## src/rtl/serport_pkg.sv

```systemverilog
package serport_pkg;

   localparam int unsigned OFS_DATA  = 'h000;
   localparam int unsigned OFS_STAT  = 'h004;
   localparam int unsigned OFS_CFG   = 'h008;
   localparam int unsigned OFS_IRQ   = 'h00C;
   localparam int unsigned OFS_DIV   = 'h010;
   localparam int unsigned OFS_ID_LO = 'hFD0;
   localparam int unsigned OFS_ID_HI = 'hFFC;
   localparam int unsigned CFG_W     = 7;

   // Field order fixed: last member is bit 0
   typedef struct packed {
      logic hs_test;
      logic rxo_ie;
      logic txo_ie;
      logic rx_ie;
      logic tx_ie;
      logic rx_en;
      logic tx_en;
   } cfg_t;

   typedef enum logic [2:0] {
      RX_IDLE,
      RX_START,
      RX_DATA,
      RX_STOP,
      RX_HOLD
   } rx_state_t;

endpackage

```

## src/rtl/serport_tx.sv

```systemverilog
module serport_tx #(
   parameter int unsigned DATA_BITS = 8,
   parameter int unsigned DIV_W     = 20
) (
   input  logic                 clk,
   input  logic                 rst_n,
   input  logic                 go,
   input  logic [DATA_BITS-1:0] byte_in,
   input  logic [DIV_W-1:0]     div,
   output logic                 take,
   output logic                 busy,
   output logic                 txd
);
   localparam int unsigned FRAME_BITS = DATA_BITS + 2;
   localparam int unsigned BITN_W     = $clog2(FRAME_BITS);
   localparam logic [BITN_W-1:0] LAST_BIT = BITN_W'(FRAME_BITS - 1);

   logic [FRAME_BITS-1:0] shift_q;
   logic [DIV_W-1:0]      cnt_q;
   logic [BITN_W-1:0]     bitn_q;

   assign take = go & ~busy;
   assign txd  = shift_q[0];

   always_ff @(posedge clk or negedge rst_n) begin
      if (!rst_n) begin
         shift_q <= '1;
         cnt_q   <= '0;
         bitn_q  <= '0;
         busy    <= 1'b0;
      end else if (take) begin
         shift_q <= {1'b1, byte_in, 1'b0};
         cnt_q   <= div - 1'b1;
         bitn_q  <= '0;
         busy    <= 1'b1;
      end else if (busy) begin
         if (cnt_q == '0) begin
            shift_q <= {1'b1, shift_q[FRAME_BITS-1:1]};
            cnt_q   <= div - 1'b1;
            if (bitn_q == LAST_BIT) busy <= 1'b0;
            else                    bitn_q <= bitn_q + 1'b1;
         end else begin
            cnt_q <= cnt_q - 1'b1;
         end
      end
   end


   start_bit_low_chk: assert property (@(posedge clk) disable iff (!rst_n)
      $rose(busy) |-> (txd == 1'b0));

endmodule

```

## src/rtl/serport_rx.sv

```systemverilog
module serport_rx import serport_pkg::*; #(
   parameter int unsigned DATA_BITS   = 8,
   parameter int unsigned DIV_W       = 20,
   parameter int unsigned SYNC_STAGES = 2
) (
   input  logic                 clk,
   input  logic                 rst_n,
   input  logic                 en,
   input  logic [DIV_W-1:0]     div,
   input  logic                 rxd,
   output logic                 valid,
   output logic [DATA_BITS-1:0] data
);
   localparam int unsigned BITN_W = $clog2(DATA_BITS);
   localparam logic [BITN_W-1:0] LAST_BIT = BITN_W'(DATA_BITS - 1);

   logic line;

   generate
      if (SYNC_STAGES == 0) begin : g_nosync
         assign line = rxd;
      end else begin : g_sync
         logic [SYNC_STAGES-1:0] sync_q;
         always_ff @(posedge clk or negedge rst_n) begin
            if (!rst_n) sync_q <= '1;
            else        sync_q <= {sync_q[SYNC_STAGES-2+1-1:0], rxd} >> 0;
         end
         assign line = sync_q[SYNC_STAGES-1];
      end
   endgenerate

   rx_state_t             st_q;
   logic [DIV_W-1:0]      cnt_q;
   logic [BITN_W-1:0]     bitn_q;
   logic [DATA_BITS-1:0]  sh_q;

   always_ff @(posedge clk or negedge rst_n) begin
      if (!rst_n) begin
         st_q   <= RX_IDLE;
         cnt_q  <= '0;
         bitn_q <= '0;
         sh_q   <= '0;
         valid  <= 1'b0;
         data   <= '0;
      end else begin
         valid <= 1'b0;
         if (!en) begin
            st_q <= RX_IDLE;
         end else begin
            case (st_q)
               RX_IDLE: if (!line) begin
                  st_q  <= RX_START;
                  cnt_q <= (div >> 1) - 1'b1;
               end
               RX_START: if (cnt_q == '0) begin
                  st_q   <= line ? RX_IDLE : RX_DATA;
                  cnt_q  <= div - 1'b1;
                  bitn_q <= '0;
               end else cnt_q <= cnt_q - 1'b1;
               RX_DATA: if (cnt_q == '0) begin
                  sh_q  <= {line, sh_q[DATA_BITS-1:1]};
                  cnt_q <= div - 1'b1;
                  if (bitn_q == LAST_BIT) st_q <= RX_STOP;
                  else                    bitn_q <= bitn_q + 1'b1;
               end else cnt_q <= cnt_q - 1'b1;
               RX_STOP: if (cnt_q == '0) begin
                  if (line) begin
                     valid <= 1'b1;
                     data  <= sh_q;
                     st_q  <= RX_IDLE;
                  end else begin
                     st_q <= RX_HOLD;
                  end
               end else cnt_q <= cnt_q - 1'b1;
               RX_HOLD: if (line) st_q <= RX_IDLE;
               default: st_q <= RX_IDLE;
            endcase
         end
      end
   end


   single_valid_pulse_chk: assert property (@(posedge clk) disable iff (!rst_n)
      valid |=> !valid);

endmodule

```

## src/rtl/serport_regs.sv

```systemverilog
module serport_regs import serport_pkg::*; #(
   parameter int unsigned ADDR_W    = 12,
   parameter int unsigned DATA_BITS = 8,
   parameter int unsigned DIV_W     = 20,
   parameter int unsigned MIN_DIV   = 16,
   parameter logic [95:0] ID_BYTES  = '0
) (
   input  logic                 clk,
   input  logic                 rst_n,
   input  logic                 wr_en,
   input  logic                 rd_en,
   input  logic [ADDR_W-1:0]    addr,
   input  logic [31:0]          wdata,
   output logic [31:0]          rdata,
   input  logic                 rx_valid,
   input  logic [DATA_BITS-1:0] rx_byte,
   input  logic                 tx_take,
   output logic                 tx_go,
   output logic [DATA_BITS-1:0] tx_byte,
   output logic [DIV_W-1:0]     div,
   output logic                 div_ok,
   output logic                 rx_on,
   output logic [3:0]           irq_vec
);
   localparam int unsigned WORD_W = ADDR_W - 2;
   localparam logic [WORD_W-1:0] W_DATA = WORD_W'(OFS_DATA >> 2);
   localparam logic [WORD_W-1:0] W_STAT = WORD_W'(OFS_STAT >> 2);
   localparam logic [WORD_W-1:0] W_CFG  = WORD_W'(OFS_CFG  >> 2);
   localparam logic [WORD_W-1:0] W_IRQ  = WORD_W'(OFS_IRQ  >> 2);
   localparam logic [WORD_W-1:0] W_DIV  = WORD_W'(OFS_DIV  >> 2);
   localparam logic [WORD_W-1:0] W_IDLO = WORD_W'(OFS_ID_LO >> 2);
   localparam logic [WORD_W-1:0] W_IDHI = WORD_W'(OFS_ID_HI >> 2);

   cfg_t                 cfg_q;
   logic [DIV_W-1:0]     div_q;
   logic [DATA_BITS-1:0] txbuf_q, rxbuf_q;
   logic                 txf_q, rxf_q, txo_q, rxo_q, itx_q, irx_q;

   logic [WORD_W-1:0] word;
   logic [3:0]        id_idx;
   logic              wr_data, wr_stat, wr_cfg, wr_irq, wr_div, rd_data;
   logic              rx_acc, clr_txo, clr_rxo;
   logic              unused_ok;

   assign word      = addr[ADDR_W-1:2];
   assign id_idx    = 4'(word - W_IDLO);
   assign wr_data   = wr_en && (word == W_DATA);
   assign wr_stat   = wr_en && (word == W_STAT);
   assign wr_cfg    = wr_en && (word == W_CFG);
   assign wr_irq    = wr_en && (word == W_IRQ);
   assign wr_div    = wr_en && (word == W_DIV);
   assign rd_data   = rd_en && (word == W_DATA);
   assign rx_acc    = rx_valid && cfg_q.rx_en;
   assign clr_txo   = (wr_stat || wr_irq) && wdata[2];
   assign clr_rxo   = (wr_stat || wr_irq) && wdata[3];
   assign unused_ok = ^{addr[1:0], wdata[31:DIV_W], cfg_q.hs_test};

   assign div     = div_q;
   assign div_ok  = (div_q >= DIV_W'(MIN_DIV));
   assign tx_go   = txf_q && cfg_q.tx_en && div_ok;
   assign tx_byte = txbuf_q;
   assign rx_on   = div_ok;
   assign irq_vec = {rxo_q & cfg_q.rxo_ie, txo_q & cfg_q.txo_ie, irx_q, itx_q};

   always_ff @(posedge clk or negedge rst_n) begin
      if (!rst_n) begin
         cfg_q   <= '0;
         div_q   <= '0;
         txbuf_q <= '0;
         rxbuf_q <= '0;
         txf_q   <= 1'b0;
         rxf_q   <= 1'b0;
         txo_q   <= 1'b0;
         rxo_q   <= 1'b0;
         itx_q   <= 1'b0;
         irx_q   <= 1'b0;
      end else begin
         if (wr_cfg) cfg_q <= cfg_t'(wdata[CFG_W-1:0]);
         if (wr_div) div_q <= wdata[DIV_W-1:0];
         // transmit holding register
         if (wr_data)      txbuf_q <= wdata[DATA_BITS-1:0];
         if (wr_data)      txf_q   <= 1'b1;
         else if (tx_take) txf_q   <= 1'b0;
         if (wr_data && txf_q && !tx_take) txo_q <= 1'b1;
         else if (clr_txo)                 txo_q <= 1'b0;
         if (tx_take && cfg_q.tx_ie)       itx_q <= 1'b1;
         else if (wr_irq && wdata[0])      itx_q <= 1'b0;
         // receive holding register
         if (rx_acc)       rxbuf_q <= rx_byte;
         if (rx_acc)       rxf_q   <= 1'b1;
         else if (rd_data) rxf_q   <= 1'b0;
         if (rx_acc && rxf_q && !rd_data) rxo_q <= 1'b1;
         else if (clr_rxo)                rxo_q <= 1'b0;
         if (rx_acc && cfg_q.rx_ie)       irx_q <= 1'b1;
         else if (wr_irq && wdata[1])     irx_q <= 1'b0;
      end
   end

   always_comb begin
      rdata = '0;
      if (word == W_DATA)      rdata = 32'(rxbuf_q);
      else if (word == W_STAT) rdata = {28'b0, rxo_q, txo_q, rxf_q, txf_q};
      else if (word == W_CFG)  rdata = 32'(cfg_q);
      else if (word == W_IRQ)  rdata = {28'b0, irq_vec};
      else if (word == W_DIV)  rdata = 32'(div_q);
      else if (word >= W_IDLO && word <= W_IDHI)
         rdata = {24'b0, 8'(ID_BYTES >> (8 * int'(id_idx)))};
   end


   txf_clears_on_take_chk: assert property (@(posedge clk) disable iff (!rst_n)
      $fell(txf_q) |-> $past(tx_take));


   rxo_needs_full_chk: assert property (@(posedge clk) disable iff (!rst_n)
      $rose(rxo_q) |-> $past(rxf_q));


   read_clears_full_chk: assert property (@(posedge clk) disable iff (!rst_n)
      (rd_data && !rx_valid) |=> !rxf_q);


   idle_when_div_bad_chk: assert property (@(posedge clk) disable iff (!rst_n)
      !div_ok |-> !tx_take);

endmodule

```

## src/rtl/apb_serial_port.sv

```systemverilog
module apb_serial_port #(
   parameter int unsigned ADDR_W      = 12,
   parameter int unsigned DATA_BITS   = 8,
   parameter int unsigned DIV_W       = 20,
   parameter int unsigned MIN_DIV     = 16,
   parameter int unsigned SYNC_STAGES = 2,
   parameter logic [95:0] ID_BYTES    = 96'hC5_00_72_19_00_00_00_00_00_00_03_96
) (
   input  logic              pclk,
   input  logic              presetn,
   input  logic              psel,
   input  logic              penable,
   input  logic              pwrite,
   input  logic [ADDR_W-1:0] paddr,
   input  logic [31:0]       pwdata,
   output logic [31:0]       prdata,
   output logic              pready,
   output logic              pslverr,
   input  logic              rxd,
   output logic              txd,
   output logic              irq_tx,
   output logic              irq_rx,
   output logic              irq_txo,
   output logic              irq_rxo,
   output logic              irq_any
);
   generate
      if (ADDR_W < 12) begin : g_bad_addr
         $error("ADDR_W must cover the identification window");
      end
      if (DIV_W < 5 || DIV_W > 32) begin : g_bad_div
         $error("DIV_W out of range");
      end
      if (DATA_BITS < 5 || DATA_BITS > 8) begin : g_bad_data
         $error("DATA_BITS out of range");
      end
   endgenerate

   logic                 wr_en, rd_en;
   logic                 rx_valid, tx_take, tx_go, tx_busy, div_ok, rx_on;
   logic [DATA_BITS-1:0] rx_byte, tx_byte;
   logic [DIV_W-1:0]     div;
   logic [3:0]           irq_vec;

   assign wr_en   = psel && penable && pwrite;
   assign rd_en   = psel && penable && !pwrite;
   assign pready  = 1'b1;
   assign pslverr = 1'b0;
   assign irq_tx  = irq_vec[0];
   assign irq_rx  = irq_vec[1];
   assign irq_txo = irq_vec[2];
   assign irq_rxo = irq_vec[3];
   assign irq_any = |irq_vec;

   serport_regs #(
      .ADDR_W(ADDR_W), .DATA_BITS(DATA_BITS), .DIV_W(DIV_W),
      .MIN_DIV(MIN_DIV), .ID_BYTES(ID_BYTES)
   ) regs_i (
      .clk(pclk), .rst_n(presetn), .wr_en(wr_en), .rd_en(rd_en),
      .addr(paddr), .wdata(pwdata), .rdata(prdata),
      .rx_valid(rx_valid), .rx_byte(rx_byte), .tx_take(tx_take),
      .tx_go(tx_go), .tx_byte(tx_byte), .div(div), .div_ok(div_ok),
      .rx_on(rx_on), .irq_vec(irq_vec)
   );

   serport_tx #(.DATA_BITS(DATA_BITS), .DIV_W(DIV_W)) tx_i (
      .clk(pclk), .rst_n(presetn), .go(tx_go), .byte_in(tx_byte),
      .div(div), .take(tx_take), .busy(tx_busy), .txd(txd)
   );

   serport_rx #(
      .DATA_BITS(DATA_BITS), .DIV_W(DIV_W), .SYNC_STAGES(SYNC_STAGES)
   ) rx_i (
      .clk(pclk), .rst_n(presetn), .en(rx_on), .div(div), .rxd(rxd),
      .valid(rx_valid), .data(rx_byte)
   );


   any_matches_vec_chk: assert property (@(posedge pclk) disable iff (!presetn)
      $rose(irq_any) |-> (irq_tx || irq_rx || irq_txo || irq_rxo));


   tx_idle_high_chk: assert property (@(posedge pclk) disable iff (!presetn)
      !tx_busy |-> txd);

endmodule

```

## config.mk

```make
export PLATFORM = sky130hd
export DESIGN_NAME = apb_serial_port
export DESIGN_NICKNAME = d
export VERILOG_FILES = /design/src/rtl/serport_pkg.sv /design/src/rtl/serport_tx.sv /design/src/rtl/serport_rx.sv /design/src/rtl/serport_regs.sv /design/src/rtl/apb_serial_port.sv
export SDC_FILE = /design/constraint.sdc
export NUM_CORES = 1
export LEC_CHECK = 0
export CAP_MARGIN = 0
export CORE_ASPECT_RATIO = 1.1
export CORE_UTILIZATION = 63
export DETAILED_ROUTE_END_ITERATION = 10
export PLACE_DENSITY_LB_ADDON = 0.15
export SLEW_MARGIN = 30
export SYNTH_ARGS = -nofsm -noshare
export SYNTH_HDL_FRONTEND = slang
export SYNTH_HIERARCHICAL = 1
export SYNTH_SLANG_ARGS = --single-unit
```

## constraint.sdc

```tcl
create_clock -name pclk -period 4.3 [get_ports pclk]
set_clock_uncertainty 0.1 [all_clocks]
set_input_delay 0.43 -clock pclk [delete_from_list [all_inputs] [get_ports pclk]]
set_output_delay 0.43 -clock pclk [all_outputs]
set_load 0.005 [all_outputs]
```

==> results of run 1 <==
## critical path, cell delays in order
cell             delay (ps)
clkdlybuf4s50_1         420
or4_4                   600
or3_4                   380
a311oi_1                380
o21ai_0                 170
a21oi_1                 180
clkdlybuf4s50_1         540
## kinds of logic after synthesis
family,after synthesis
flip-flops,128
adder cells (fa/ha/maj),17
AND/OR/NAND/NOR,361
buffers and inverters,85
multiplexers,68
AO/OA/AOI/OAI,219
other,3
XOR/XNOR,59
## flip-flops by register name, summed over array words and instances, names as in the netlist, 2 cells and up
| register | count |
|---|---|
| regs_i/cfg_q | 7 |
| rx_i/sh_q | 8 |
| tx_i/cnt_q | 20 |
| regs_i/tx_byte | 8 |
| tx_i/bitn_q | 4 |
| regs_i/div | 20 |
| tx_i/shift_q | 9 |
| rx_i/data | 8 |
| rx_i/cnt_q | 20 |
| rx_i/g_sync.sync_q | 2 |
| rx_i/st_q | 3 |
| rx_i/bitn_q | 3 |
| regs_i/rxbuf_q | 8 |
## worst max path at each step
stage                      to  slack (ps)          start  cells after the start
2_1_floorplan  rx_i/cnt_q[13]        1600  rx_i/cnt_q[0]                      9
3_3_place_gp        prdata[3]         760       paddr[9]                      7
3_5_place_dp        prdata[3]         740       paddr[9]                      7
4_1_cts             prdata[3]         720       paddr[9]                      7
5_1_grt             prdata[5]         460       paddr[3]                      8
6_report            prdata[3]         670       paddr[9]                      7
## synth_stat cells (all sizes together) (14+ instances only)
cell type / count
mux2: 61
a21oi: 45
inv: 21
ha: 17
or4: 16
dfrtp: 117
and3: 21
xor2: 34
xnor2: 25
or3: 14
nor3: 37
buf: 30
nor2: 76
nor4: 27
clkbuf: 34
o21ai: 53
nand2: 75
nand3: 28
## power by group
part | total [mW] | switching, mW | internal (mW)
clock | 1.38 | 0.609 | 0.772
combinational | 0.917 | 0.561 | 0.356
sequential | 1.50 | 0.177 | 1.32
## routing by layer
layer	track usage [%]	vias to the layer above	routed length, um
li1	-	3559	-
met1	47.9	3784	9850
met2	55.0	475	11300
met3	8.00	82	2300
met4	17.6	0	953
met5	0	-	0
## cell usage in the layout (no fill, tap or decap), types with 14 or more instances in the layout
cell	instances
a21oi_1	45
and3_1	21
buf_4	19
clkbuf_16	17
clkdlybuf4s50_1	60
conb_1	14
dfrtp_1	117
ha_1	17
inv_1	20
mux2_2	41
mux2_4	20
nand2_1	73
nand3_1	26
nor2_1	74
nor3_1	33
nor4_1	25
o21ai_0	44
xnor2_1	25
xor2_1	34
## cell type report
| class | count | share of cell area [%] |
|---|---|---|
| Tap cell | 184 | 2.32 |
| Clock buffer | 18 | 4.42 |
| Timing Repair Buffer | 80 | 7.68 |
| Multi-Input combinational cell | 738 | 51.2 |
| Clock inverter | 14 | 1.23 |
| Sequential cell | 128 | 32.4 |
| Inverter | 21 | 0.793 |
==> run metrics, run 1 <==
CTS Sinks 128; Syn-to-layout area delta 14.3%; setup slack, reg-to-reg 890 ps; r2r startpoint rx_i/cnt_q[0]; number of max-cap violations 0; Cell Count, Final, Fillers Out 1183; clk_lat worst skew 430 ps; clock-pin transition on the worst setup and hold timing paths 60 ps; drt first pass iters 5; Placed Cells 1151; Post-synth EDFFs 0; FF/Latch Area between 3000 and 4000 um^2; Async SR Flop Fraction 100%; largest cells by area after synthesis dfrtp_1 34%, mux2_2 5.3%, mux2_4 3.5%, xor2_1 3.4%, dfstp_2 3.3%; R2R cell count 8; cell leakage power about 4.6 nW; Initial Utilization 65.3%; Hold Fails Final Rpt 8; critical path type input pin to output port; Worst EP required 3770 ps; Final Util 74.6%; Synth Instances 940; DP Wirelength 16500 um; TNS Setup 0 ps; Placer Congestion 0.955; XOR/XNOR share of the synthesized area 5.94%; Max Clk Rate 0.275 GHz; # port buffers 61; peak supply drop 0.285 mV; post-layout minimum cycle time 3630 ps; worst min path class input pin to async pin; via count 7900; first-pass GRT wire length 39600 um; area fraction of the dominant cell type after synthesis 33.7%; total power 3.80 mW; WL per Instance a little over 20 um; Seq/Total Area, Yosys 37.0%; RR Endpoint rx_i/cnt_q[12]; Syn Std Cell Area around 8700 um^2; Final Cycle Share 84.5%; antenna violations before repair 0; Worst slew margin approximately 36%; Worst-Margin Slew 954 ps; H-tree depth 4; CP startpoint kind input pin; pre-CTS worst setup slack 741 ps; Congestion Overflow GR 0; layout cells sized above 1 16.1%; total CTS buffers 17; Power Density 382 nW/um^2; hold bufs inserted after CTS 0; Synth area leader dfrtp_1; Routed Antenna Nets 0; Post-synth top flop dfrtp_1; post-route setup slack 669 ps; Synth Area per Inst 9.25 um^2; number of gates resized after CTS 0; synthesis warning total 6; compound-cell area share of the yosys netlist between 10% and 20%; WP data arrival 3100 ps; failing checks negative hold slack; simple-gate share of the synthesized area 22.9%; final wirelength 24400 um; Synth Area in Adders 2.45%; nature of the critical path endpoint output port; fin nets 1053; I/O pin total 90; die width approximately 110 um; Iteration-0 DRC Markers 910; Yosys cell types 82; post-route cell area 9940 um^2; CTS tree done; Rows 44; status finished, violations left; RSZ-0062 raised after global routing false; setup violators final 0; Ant. Diodes 0; post-synthesis mux area share 9.57%; vias in the first global route approximately 7.5k; fillers a little under 1k; DRC 0; dpl cell area around 9400 um^2; die area 14300 um^2; vias per inst 6.68; core box area between 10000 and 15000 um^2; largest family of logic cells by synthesized area simple AND/OR/NAND/NOR gates; CTS max path bufs 2; Multi-input gate area 5090 um^2; largest net degree at the start of global routing 68; Final Max Tran Viols 0; Post-CTS Setup Bufs 0; critical path fanouts, max 5; Die Ht 125 um; total track usage a little over a third; CTS root buf clkbuf_16; synthesized flop and latch total about 130; Hold WS -21.3 ps
Power figures use the tool's default switching activity.
==> run 2: changes to the inputs <==
--- a/config.mk
+++ b/config.mk
@@ -7,7 +7,7 @@
 export LEC_CHECK = 0
 export CAP_MARGIN = 0
 export CORE_ASPECT_RATIO = 1.1
-export CORE_UTILIZATION = 63
+export CORE_UTILIZATION = 52
 export DETAILED_ROUTE_END_ITERATION = 10
 export PLACE_DENSITY_LB_ADDON = 0.15
 export SLEW_MARGIN = 30
==> constraint.sdc (replaced) <==
create_clock -name pclk -period 3 [get_ports pclk]
set_clock_uncertainty 0.1 [all_clocks]
set_input_delay 0.3 -clock pclk [delete_from_list [all_inputs] [get_ports pclk]]
set_output_delay 0.3 -clock pclk [all_outputs]
set_load 0.005 [all_outputs]
==> run 2 against run 1 <==
  * The run ends with design-rule violations left
  * Global-route usage shrank 7.3 points
  * Total power grew 51%
  * Clock power grew 58%
  * Cell count grew 7.8%
  * First-iteration DRC count shrank 32%
  * Clock-buffer cell count shrank 1
  * Register-to-register slack lost 720 ps
  * Sequential share of layout area shrank 2.3 points
  * Design area grew 7.7%
  * Critical endpoint is now prdata[17]
  * Highest routed layer unchanged
==> run metrics, run 2 (synthesized netlist as in run 1, its figures left out) <==
peak supply drop 0.424 mV (+49%); CP startpoint kind input pin; H-tree depth 4 (unchanged); nature of the critical path endpoint output port; CTS max path bufs 2 (unchanged); post-route setup slack 77.5 ps (-591 ps); # port buffers 61 (unchanged); CTS tree done; critical path's slowest cell or4_4; I/O pin total 90 (unchanged); clock network fraction of total power 38.0% (+1.6 points); critical path fanouts, max 13 (+8); via count 7855 (-0.57%); final wirelength 23800 um (-2.5%); die width 125 um (+9.9%); core box area 16400 um^2 (+23%); worst min path class input pin to register; fillers 1362 (+40%); CP delay by family, top buffers and inverters; antenna violations before repair 0 (unchanged); cell leakage power 5.20 nW (+13%); largest stage delay on the critical path 540 ps (-60 ps); clk_lat worst skew 430 ps (about the same); Reg power frac 37.5% (-2.0 points); CTS root buf clkbuf_16; Cell Count, Final, Fillers Out 1275 (+7.8%); Final Max Tran Viols 0 (unchanged); vias in the first global route 7600 (+0.70%); Hold Fails Final Rpt 0 (-8); failing checks design-rule violations; Rows 49 (+11%); Placer Congestion 0.914 (-4.3%); die area 17200 um^2 (+21%); WL per Instance 18.7 um (-9.5%); status finished, violations left; Ant. Diodes 0 (unchanged); number of max-cap violations 0 (unchanged); setup violators final 0 (unchanged); Final Cycle Share 97.4%; Initial Utilization 53.1% (-12 points); critical path type input pin to output port; DRC 7 (+7); CTS Sinks 128 (unchanged); Worst-Margin Slew 700 ps (-254 ps); pre-CTS worst setup slack -197 ps (-939 ps); Placed Cells 1239 (+7.6%); commonest non-fill, non-tap cell in the layout dfrtp_1; fin nets 1125 (+6.8%); post-layout minimum cycle time 2920 ps; Routed Antenna Nets 0 (unchanged); most frequent cells in the layout 117 x dfrtp_1, 86 x buf_4, 72 x nand2_1; clock-pin transition on the worst setup and hold timing paths 60 ps (about the same); logic gate share of total power 24.5% (+0.4 points); Die Ht 138 um (+9.9%); Congestion Overflow GR 0 (unchanged); Sw Ratio 34.5% (-0.92 points); vias per inst 6.16 (-7.7%); DP Wirelength 16900 um (+2.2%); internal power 3.75 mW (+53%); Max Clk Rate 0.342 GHz; layout cells sized above 1 23.2% (+7.1 points); WP data arrival 2520 ps (-580 ps); largest net degree at the start of global routing 58 (-15%); Worst slew margin 53.0% (+17 points); Power Density 534 nW/um^2 (+40%); total CTS buffers 17 (unchanged); Final Util 65.4% (-9.2 points); NetSw 1.98 mW (+47%); Worst EP required 2600 ps (-1170 ps); Iteration-0 DRC Markers 617 (-32%); total track usage 28.5% (-7.3 points); CP Cell Sequence clkdlybuf4s50_1, or4_4, buf_4, nor4_4, buf_4, buf_8, and3_1, clkdlybuf4s50_1; Hold WS 179 ps (+200 ps); first-pass GRT wire length 38400 um (-3.1%); drt first pass iters 10 (+5); Worst Path Buf+Inv 5 (+3); Syn-to-layout area delta 23.1%
[run 2: cell count changes in the layout (fill, tap and decap cells not counted), sizes merged]
cell	previous run	this run
dlygate4sd2	0	2
clkdlybuf4s50	60	48
clkbuf	18	17
bufinv	0	2
clkinv	3	5
buf	20	91
dlygate4sd3	0	1
clkinvlp	3	0
dlymetal6s2s	0	10
[run 2: worst paths after layout]
path                                  startpoint                     to  slack, ps  cells after the start
setup / recovery                        paddr[9]             prdata[17]         80                      8
hold / removal                               rxd  rx_i/g_sync.sync_q[0]        180                      1
setup reg to reg                   rx_i/cnt_q[0]         rx_i/cnt_q[13]        170                      9
hold reg to reg            rx_i/g_sync.sync_q[0]  rx_i/g_sync.sync_q[1]        260                      0
max in group asynchronous                presetn  rx_i/g_sync.sync_q[0]       1740                      3
min in group asynchronous                presetn         regs_i/div[13]        320                      2
[run 2: power groups by stage]
| stage | logic, mW | registers, mW | clock network, mW |
|---|---|---|---|
| final | 1.40 | 2.15 | 2.18 |
| after global routing | 1.54 | 2.17 | 2.28 |
| after CTS | 1.38 | 2.14 | 2.22 |
| after detailed placement | 1.36 | 2.16 | 0 |
| after global placement | 1.33 | 2.16 | 0 |
| after floorplan | 1.01 | 2.07 | 0 |
[run 2: per-stage QoR]
stage	setup TNS [ps]	instance area [um^2]	power, mW
2_1_floorplan	0	8740	3.08
3_3_place_gp	-2070	9940	3.49
3_5_place_dp	-2200	9950	3.52
4_1_cts	0	10600	5.73
5_1_grt	-2.54	10700	6.00
6_report	0	10700	5.72
[run 2: area by class of cell]
class | instances | area [um^2] | area share [%]
clock buffer | 17 | 425 | 3.97
clock inverter | 15 | 196 | 1.83
inverter | 21 | 78.8 | 0.736
multi-input combinational | 738 | 5170 | 48.3
sequential | 128 | 3220 | 30.0
tap | 204 | 255 | 2.38
timing repair buffer | 152 | 1370 | 12.7
[run 2: per-layer routing]
metal | global-route usage, % | vias to the layer above | part of all wire, %
met5 | 0 | - | 0
met4 | 13.6 | 0 | 3.1
met3 | 4.23 | 60 | 5.6
met2 | 47.3 | 299 | 47
met1 | 36.9 | 3801 | 44
li1 | - | 3695 | -
[run 2: timing repair]
| action | CTS | global route |
|---|---|---|
| buffers inserted | 1 | 2 |
| hold endpoints to repair | 46 | 0 |
| gates resized for setup | 11 | 24 |
| pin swaps | 4 | 1 |
| setup endpoints to repair | 20 | 18 |
| hold buffers | 1 | 0 |
[run 2: worst reg2reg max path, cell delays in order (launching register included)]
cell and delay, ps:
dfrtp_1 400, inv_1 90, ha_1 170, or4b_1 480
buf_4 180, nor4_1 440, nand2_1 420, nor2_1 240
a2111oi_2 90, o21ai_1 140
